===== src/rtl/tx_ring_pkg.sv =====
package tx_ring_pkg;

  typedef enum logic [1:0] {
    PLACE_LINEAR = 2'd0,
    PLACE_WRAP   = 2'd1,
    PLACE_SKIP   = 2'd2
  } place_e;

  function automatic int rx_share(input int mem_bytes);
    return (mem_bytes * 3) / 4;
  endfunction

endpackage


===== src/rtl/tx_ring_fit.sv =====
module tx_ring_fit
  import tx_ring_pkg::*;
#(
  parameter int AW        = 15,
  parameter int LW        = 13,
  parameter int HDR_BYTES = 8,
  parameter int LO_ADDR   = 24576,
  parameter int HI_ADDR   = 32766,
  parameter int TX_BYTES  = 8192
) (
  input  logic [AW-1:0] head,
  input  logic [AW-1:0] tail,
  input  logic [LW-1:0] len,
  output logic          fits,
  output logic [AW-1:0] dest,
  output logic [AW-1:0] next,
  output place_e        place
);
  localparam int CW = ((AW > LW) ? AW : LW) + 3;
  localparam logic signed [CW-1:0] LO_S   = $signed(CW'(LO_ADDR));
  localparam logic signed [CW-1:0] HI_S   = $signed(CW'(HI_ADDR));
  localparam logic signed [CW-1:0] END_S  = $signed(CW'(HI_ADDR + 2));
  localparam logic signed [CW-1:0] HDR_S  = $signed(CW'(HDR_BYTES));
  localparam logic signed [CW-1:0] SIZE_S = $signed(CW'(TX_BYTES));

  logic [CW-1:0]        rsv_u;
  logic signed [CW-1:0] rsv, h_s, t_s, diff, free_b, end_pt, room;

  always_comb begin
    rsv_u  = CW'(len) + CW'(len[0]) + CW'(HDR_BYTES);
    rsv    = $signed(rsv_u);
    h_s    = $signed(CW'(head));
    t_s    = $signed(CW'(tail));
    diff   = t_s - h_s;
    free_b = (diff >= 0) ? (SIZE_S - diff) : -diff;
    fits   = (free_b >= (rsv + HDR_S));
    end_pt = t_s + rsv;
    room   = END_S - t_s;
    if (end_pt <= HI_S) begin
      place = PLACE_LINEAR;
      dest  = tail;
      next  = AW'(end_pt);
    end else if (room <= HDR_S) begin
      place = PLACE_SKIP;
      dest  = AW'(LO_S);
      next  = AW'(LO_S + rsv);
    end else begin
      place = PLACE_WRAP;
      dest  = tail;
      next  = AW'(LO_S + end_pt - END_S);
    end
  end

endmodule


===== src/rtl/tx_ring_nextq.sv =====
module tx_ring_nextq #(
  parameter int AW     = 15,
  parameter int QDEPTH = 16
) (
  input  logic          clk,
  input  logic          rst,
  input  logic          push,
  input  logic [AW-1:0] push_addr,
  input  logic          pop,
  output logic [AW-1:0] front_addr,
  output logic          empty,
  output logic          full,
  output logic          last
);
  localparam int QW = (QDEPTH > 1) ? $clog2(QDEPTH) : 1;
  localparam int CNTW = QW + 1;

  logic [AW-1:0]   store [QDEPTH];
  logic [QW-1:0]   wr_ptr, rd_ptr;
  logic [CNTW-1:0] count;

  always_ff @(posedge clk) begin
    if (push) store[wr_ptr] <= push_addr;
  end

  always_ff @(posedge clk) begin
    if (rst) begin
      wr_ptr <= '0;
      rd_ptr <= '0;
      count  <= '0;
    end else begin
      if (push) wr_ptr <= (wr_ptr == QW'(QDEPTH - 1)) ? '0 : wr_ptr + 1'b1;
      if (pop)  rd_ptr <= (rd_ptr == QW'(QDEPTH - 1)) ? '0 : rd_ptr + 1'b1;
      case ({push, pop})
        2'b10:   count <= count + 1'b1;
        2'b01:   count <= count - 1'b1;
        default: count <= count;
      endcase
    end
  end

  assign front_addr = store[rd_ptr];
  assign empty      = (count == '0);
  assign full       = (count == CNTW'(QDEPTH));
  assign last       = (count == CNTW'(1));

  AST_NO_OVERFLOW: assert property (@(posedge clk) disable iff (rst) push |-> (!full || pop));
  AST_NO_UNDERFLOW: assert property (@(posedge clk) disable iff (rst) pop |-> !empty);

endmodule


===== src/rtl/tx_ring_alloc.sv =====
module tx_ring_alloc
  import tx_ring_pkg::*;
#(
  parameter int MEM_BYTES = 32768,
  parameter int HDR_BYTES = 8,
  parameter int LEN_W     = 13,
  parameter int QDEPTH    = 16,
  localparam int AW       = $clog2(MEM_BYTES)
) (
  input  logic             clk,
  input  logic             rst,
  input  logic             req_valid,
  input  logic [LEN_W-1:0] req_len,
  input  logic             cmpl_valid,
  output logic             rsp_valid,
  output logic             rsp_accept,
  output logic [AW-1:0]    rsp_start,
  output logic [AW-1:0]    rsp_next,
  output logic [AW-1:0]    ring_head,
  output logic [AW-1:0]    ring_tail
);
  localparam int RX_BYTES = rx_share(MEM_BYTES);
  localparam int TX_BYTES = MEM_BYTES - RX_BYTES;
  localparam int LO_ADDR  = RX_BYTES;
  localparam int HI_ADDR  = MEM_BYTES - 2;

  logic          fit_ok, q_empty, q_full, q_last;
  logic          accept, retire, ring_empty;
  logic [AW-1:0] fit_dest, fit_next, q_front;
  logic [AW-1:0] head_q, tail_q;
  place_e        fit_place;

  tx_ring_fit #(
    .AW(AW), .LW(LEN_W), .HDR_BYTES(HDR_BYTES),
    .LO_ADDR(LO_ADDR), .HI_ADDR(HI_ADDR), .TX_BYTES(TX_BYTES)
  ) u_fit (
    .head(head_q), .tail(tail_q), .len(req_len),
    .fits(fit_ok), .dest(fit_dest), .next(fit_next), .place(fit_place)
  );

  assign ring_empty = (head_q == tail_q);
  assign accept     = req_valid && fit_ok && !q_full;
  assign retire     = cmpl_valid && !q_empty;

  tx_ring_nextq #(.AW(AW), .QDEPTH(QDEPTH)) u_nextq (
    .clk(clk), .rst(rst),
    .push(accept), .push_addr(fit_next),
    .pop(retire), .front_addr(q_front),
    .empty(q_empty), .full(q_full), .last(q_last)
  );

  always_ff @(posedge clk) begin
    if (rst) begin
      head_q     <= AW'(LO_ADDR);
      tail_q     <= AW'(LO_ADDR);
      rsp_valid  <= 1'b0;
      rsp_accept <= 1'b0;
      rsp_start  <= '0;
      rsp_next   <= '0;
    end else begin
      rsp_valid  <= req_valid;
      rsp_accept <= accept;
      if (req_valid) begin
        rsp_start <= fit_dest;
        rsp_next  <= fit_next;
      end
      if (accept) tail_q <= fit_next;
      if (accept && ring_empty)
        head_q <= fit_dest;
      else if (retire && q_last && accept)
        head_q <= fit_dest;
      else if (retire)
        head_q <= q_front;
    end
  end

  assign ring_head = head_q;
  assign ring_tail = tail_q;

  AST_RSP_PULSE: assert property (@(posedge clk) disable iff (rst) req_valid |=> rsp_valid);
  AST_RSP_QUIET: assert property (@(posedge clk) disable iff (rst) !req_valid |=> !rsp_valid);
  AST_TAIL_FOLLOWS: assert property (@(posedge clk) disable iff (rst) (rsp_valid && rsp_accept) |-> (ring_tail == rsp_next));
  AST_REJECT_HOLDS: assert property (@(posedge clk) disable iff (rst) (req_valid && !accept) |=> $stable(ring_tail));
  AST_PTR_WINDOW: assert property (@(posedge clk) disable iff (rst) (ring_tail >= AW'(LO_ADDR)) && (ring_tail <= AW'(HI_ADDR)));
  AST_SKIP_BASE: assert property (@(posedge clk) disable iff (rst) (accept && fit_place == PLACE_SKIP) |=> (rsp_start == AW'(LO_ADDR)));
  AST_EMPTY_HEAD: assert property (@(posedge clk) disable iff (rst) (accept && ring_empty) |=> (ring_head == rsp_start));

endmodule


===== config.mk =====
export PLATFORM = sky130hd
export DESIGN_NAME = tx_ring_alloc
export DESIGN_NICKNAME = d
export VERILOG_FILES = /design/src/rtl/tx_ring_pkg.sv /design/src/rtl/tx_ring_fit.sv /design/src/rtl/tx_ring_nextq.sv /design/src/rtl/tx_ring_alloc.sv
export SDC_FILE = /design/constraint.sdc
export NUM_CORES = 1
export LEC_CHECK = 0
export BUFFER_PORTS_ARGS = -buffer_cell sky130_fd_sc_hd__buf_2
export CAP_MARGIN = 20
export CORE_MARGIN = 2
export CORE_UTILIZATION = 66
export CTS_CLUSTER_DIAMETER = 150
export DETAILED_ROUTE_END_ITERATION = 16
export GPL_TIMING_DRIVEN = 0
export PLACE_DENSITY = 0.85
export SLEW_MARGIN = 20
export SYNTH_ARGS = -nofsm -noshare
export SYNTH_HDL_FRONTEND = slang
export SYNTH_SLANG_ARGS = --single-unit

===== constraint.sdc =====
create_clock -name clk -period 19.89 [get_ports clk]
set_clock_uncertainty 0.15 [all_clocks]
set_input_delay 1.989 -clock clk [delete_from_list [all_inputs] [get_ports clk]]
set_output_delay 1.989 -clock clk [all_outputs]
set_load 0.1 [all_outputs]

==> summary.md <==
| Metric | Value |
|---|---|
| Outcome | `finished, final reports clean` |
| Syn nets | `1184` |
| Fill cell count | `roughly 1200` |
| IO Count | `around 80` |
| DP HPWL | `29900 um` |
| Yosys top cell area share | `0.472` |
| CTS Sinks | `roughly 320` |
| Die area | `between 20000 and 25000 um2` |
| Worst slew pin tran | `1.10 ns` |
| P_leak | `0.00631 uW` |
| GR Layer Usage met2 | `0.618` |
| Top cells by area, synth | `edfxtp_1, mux4_2, dfxtp_1` |
| Number of synthesized register bits | `318` |
| Via density | `7.26` |
| CP peak stage delay | `about 0.62 ns` |
| VDD IR-drop max | `around 0.12 mV` |
| Cell Pwr Density | `around 180 nW/um2` |
| Initial antenna violation count | `1` |
| Post-synth top area cell | `edfxtp_1` |
| Drt first-iter violations | `1831` |
| Setup CP Type | `reg -> reg` |
| Placement Setup Slack | `roughly 12 ns` |
| Share of cells above drive strength 1 | `0.230` |
| Total congestion overflow | `0` |
| Most used cell along the critical path | `ha_1` |
| CTS tree | `done` |
| Crit end category | `flip-flop` |
| Fmax | `0.118 GHz` |
| Top FF cell, synth | `edfxtp_1` |
| Initial DRT Pass Iterations | `7` |
| Clock slew at reported path FFs | `about 0.070 ns` |
| Seq/Total Area, Yosys | `0.575` |
| Dpl cell area | `between 15000 and 20000 um2` |
| Tcrit/Tclk final | `0.425` |
| Initial Util | `0.674` |
| Synth Instances | `approximately 1100` |
| Global-route wire length before repair | `between 60000 and 70000 um` |
| Drt drc | `0` |
| Ys async rst share | `0` |
| RSZ-0062 raised after global routing | `false` |
| Startpoint types | `flip-flop` |
| Vias in the first global route | `between 10000 and 15000` |
| RR Startpoint | `ring_tail[4]` |
| HP Class | `reg -> reg` |
| Nets@finish | `between 1000 and 1500` |
| Via count | `around 11000` |
| CTS Buffer Depth | `3` |
| Final Hold Vio Count | `0` |
| Gr usage total | `0.385` |
| CP Data Arrival Time | `just under 9 ns` |
| Gpl congestion | `0.949` |
| Mapped Area | `around 15000 um2` |
| Post-synth EDFFs | `240` |
| CP Max Fanout | `10` |
| R2R depth | `29` |
| Cts bufs inserted | `29` |
| Design area | `17300 um2` |
| Layout area overhead | `13.5%` |
| Cts repair resizes | `0` |
| CP max stage cell | `dfxtp_1` |
| Post-route ant nets | `0` |
| Terminus of the critical flop-to-flop path | `u_nextq.count[3]` |
| # Max-Cap Violations | `0` |
| Core Region | `around 23000 um2` |
| Synth Area per Inst | `approximately 14 um2` |
| Final max-slew violation count | `0` |
| Non-filler cells, final | `1547` |
| Synth warn | `0` |
| Rows | `55` |
| Inst Count DP | `1495` |
| Hold-critical path depth | `2` |
| DRT Wirelength | `about 46000 um` |
| Average wire per standard cell | `30.0 um` |
| HP Start | `rsp_start[10]` |
| Setup TNS | `0 ns` |
| Clock root cell | `clkbuf_16` |
| Width of the die | `156 um` |
| End of the worst hold path | `rsp_start[10]` |
| Met1 Use GR | `0.483` |
| Final setup viols | `0` |
| Gr busiest metal | `met2` |
| Tmin final | `roughly 8.5 ns` |
| Synth cell types | `between 70 and 80` |
| Postcts setup bufs | `0` |
| Post-CTS Hold Buffers | `0` |
| GR Util met3 | `0.103` |
| Largest net degree at the start of global routing | `19` |
| Final setup margin | `about 11 ns` |
| Number of diodes | `0` |
| Required time worst endpoint | `between 20 and 25 ns` |
| Reg-to-reg setup timing slack | `11.44 ns` |
| Worst relative slew slack | `0.252` |
| Port bufs | `76` |
| Die H | `between 150 and 200 um` |
| CTS H-tree depth | `1` |
| Clock insertion delay at the later pin of the skew report | `0.55 ns` |
==> worst max path at each step <==
stage | from | end | slack (ns) | cells after the start
final | ring_tail[4] | u_nextq.count[3] | 11.44 | 29
after global routing | ring_tail[4] | u_nextq.count[3] | 11.11 | 29
after CTS | ring_tail[4] | u_nextq.count[3] | 11.75 | 29
after detailed placement | req_len[0] | rsp_next[3] | 12.03 | 18
after global placement | req_len[0] | u_nextq.store[2][9] | 11.44 | 18
after floorplan | ring_head[0] | u_nextq.store[3][0] | 12.54 | 26
==> logic make-up after synthesis <==
group,count (synthesis),synth area share
compound gates,167,0.0821
xor+xnor,52,0.0308
fa+ha+maj,58,0.0485
buf+inv,98,0.0267
flops,318,0.575
mux,122,0.142
other cells,1,0.000246
simple gates,293,0.0950
==> power breakdown <==
group / switching (uW) / total [uW] / internal [uW]
logic: 1080 / 1640 / 554
registers: 56.2 / 902 / 846
clock network: 245 / 562 / 317
==> flip-flops by register name (all words and copies together), names as in the netlist, named ones only <==
signal and count:
u_nextq.rd_ptr 4, rsp_next 14, rsp_accept 1, rsp_start 15, u_nextq.count 5, ring_tail 15, rsp_valid 1, ring_head 15
u_nextq.wr_ptr 4, u_nextq.store 240
==> cell usage after synthesis (all sizes together) (3+ instances only) <==
cell type,instances
xor2,20
inv,48
a21boi,3
nor2b,7
or3,9
buf,20
mux2i,43
nand3,34
o211ai,4
a211o,4
mux4,75
ha,56
dfxtp,78
clkbuf,30
a21oi,47
or2,5
nand2,68
nor3,17
and3,6
a211oi,9
o2111a,3
nor2,88
mux2,4
nor4,5
edfxtp,240
xnor2,32
a21o,11
nor3b,3
a221oi,15
o21ai,21
a22oi,4
and2,6
nand2b,18
o21ba,11
nand4b,3
a31oi,7
nand4,11
o21a,7
==> layer usage <==
layer / vias to the layer above / share of wire
met5: - / 0
met4: 0 / 0.072
met3: 307 / 0.12
met2: 1019 / 0.47
met1: 5391 / 0.34
li1: 4511 / -
==> critical path: cells and delay by family (launching register included) <==
kind	cells	cell delay [ns]
AND/OR/NAND/NOR	9	2.92
adder cells (fa/ha/maj)	4	1.18
AO/OA/AOI/OAI	10	2.24
buffers and inverters	5	1.09
multiplexers	1	0.18
flip-flops	1	0.62
==> metrics by stage <==
stage          hold WS (ns)  total power (uW)   util
2_1_floorplan         0.322              2050      -
3_3_place_gp          0.308              2340  0.706
3_5_place_dp          0.308              2450  0.723
4_1_cts               0.330              3050  0.765
5_1_grt               0.362              3210  0.765
6_report              0.337              3100  0.765
==> cell type report <==
cell class | count | area (um2) | area share
clock buffers | 35 | 779 | 0.0450
clock inverters | 17 | 159 | 0.00917
repair buffers | 101 | 651 | 0.0376
well taps | 285 | 357 | 0.0206
plain buffers | 50 | 228 | 0.0131
inverters | 48 | 180 | 0.0104
flip-flops and latches | 318 | 8770 | 0.506
multi-input cells | 693 | 6200 | 0.358
==> placed cells by master (no fill, tap or decap), drive strengths merged, types with 5 or more instances in the layout <==
| cell type | count |
|---|---|
| buf | 121 |
| a21oi | 47 |
| nor3 | 17 |
| edfxtp | 240 |
| and2 | 6 |
| a221oi | 15 |
| inv | 51 |
| xor2 | 20 |
| nor2 | 88 |
| nand4 | 11 |
| nor4 | 5 |
| nand3 | 34 |
| or2 | 5 |
| mux2i | 43 |
| nand2b | 18 |
| dfxtp | 78 |
| nand2 | 68 |
| xnor2 | 32 |
| o21a | 7 |
| a21o | 11 |
| mux4 | 75 |
| a211oi | 9 |
| nor2b | 7 |
| o21ba | 11 |
| a31oi | 7 |
| or3 | 9 |
| o21ai | 21 |
| clkinv | 11 |
| and3 | 6 |
| clkbuf | 65 |
| ha | 56 |
Power figures use the tool's default switching activity.
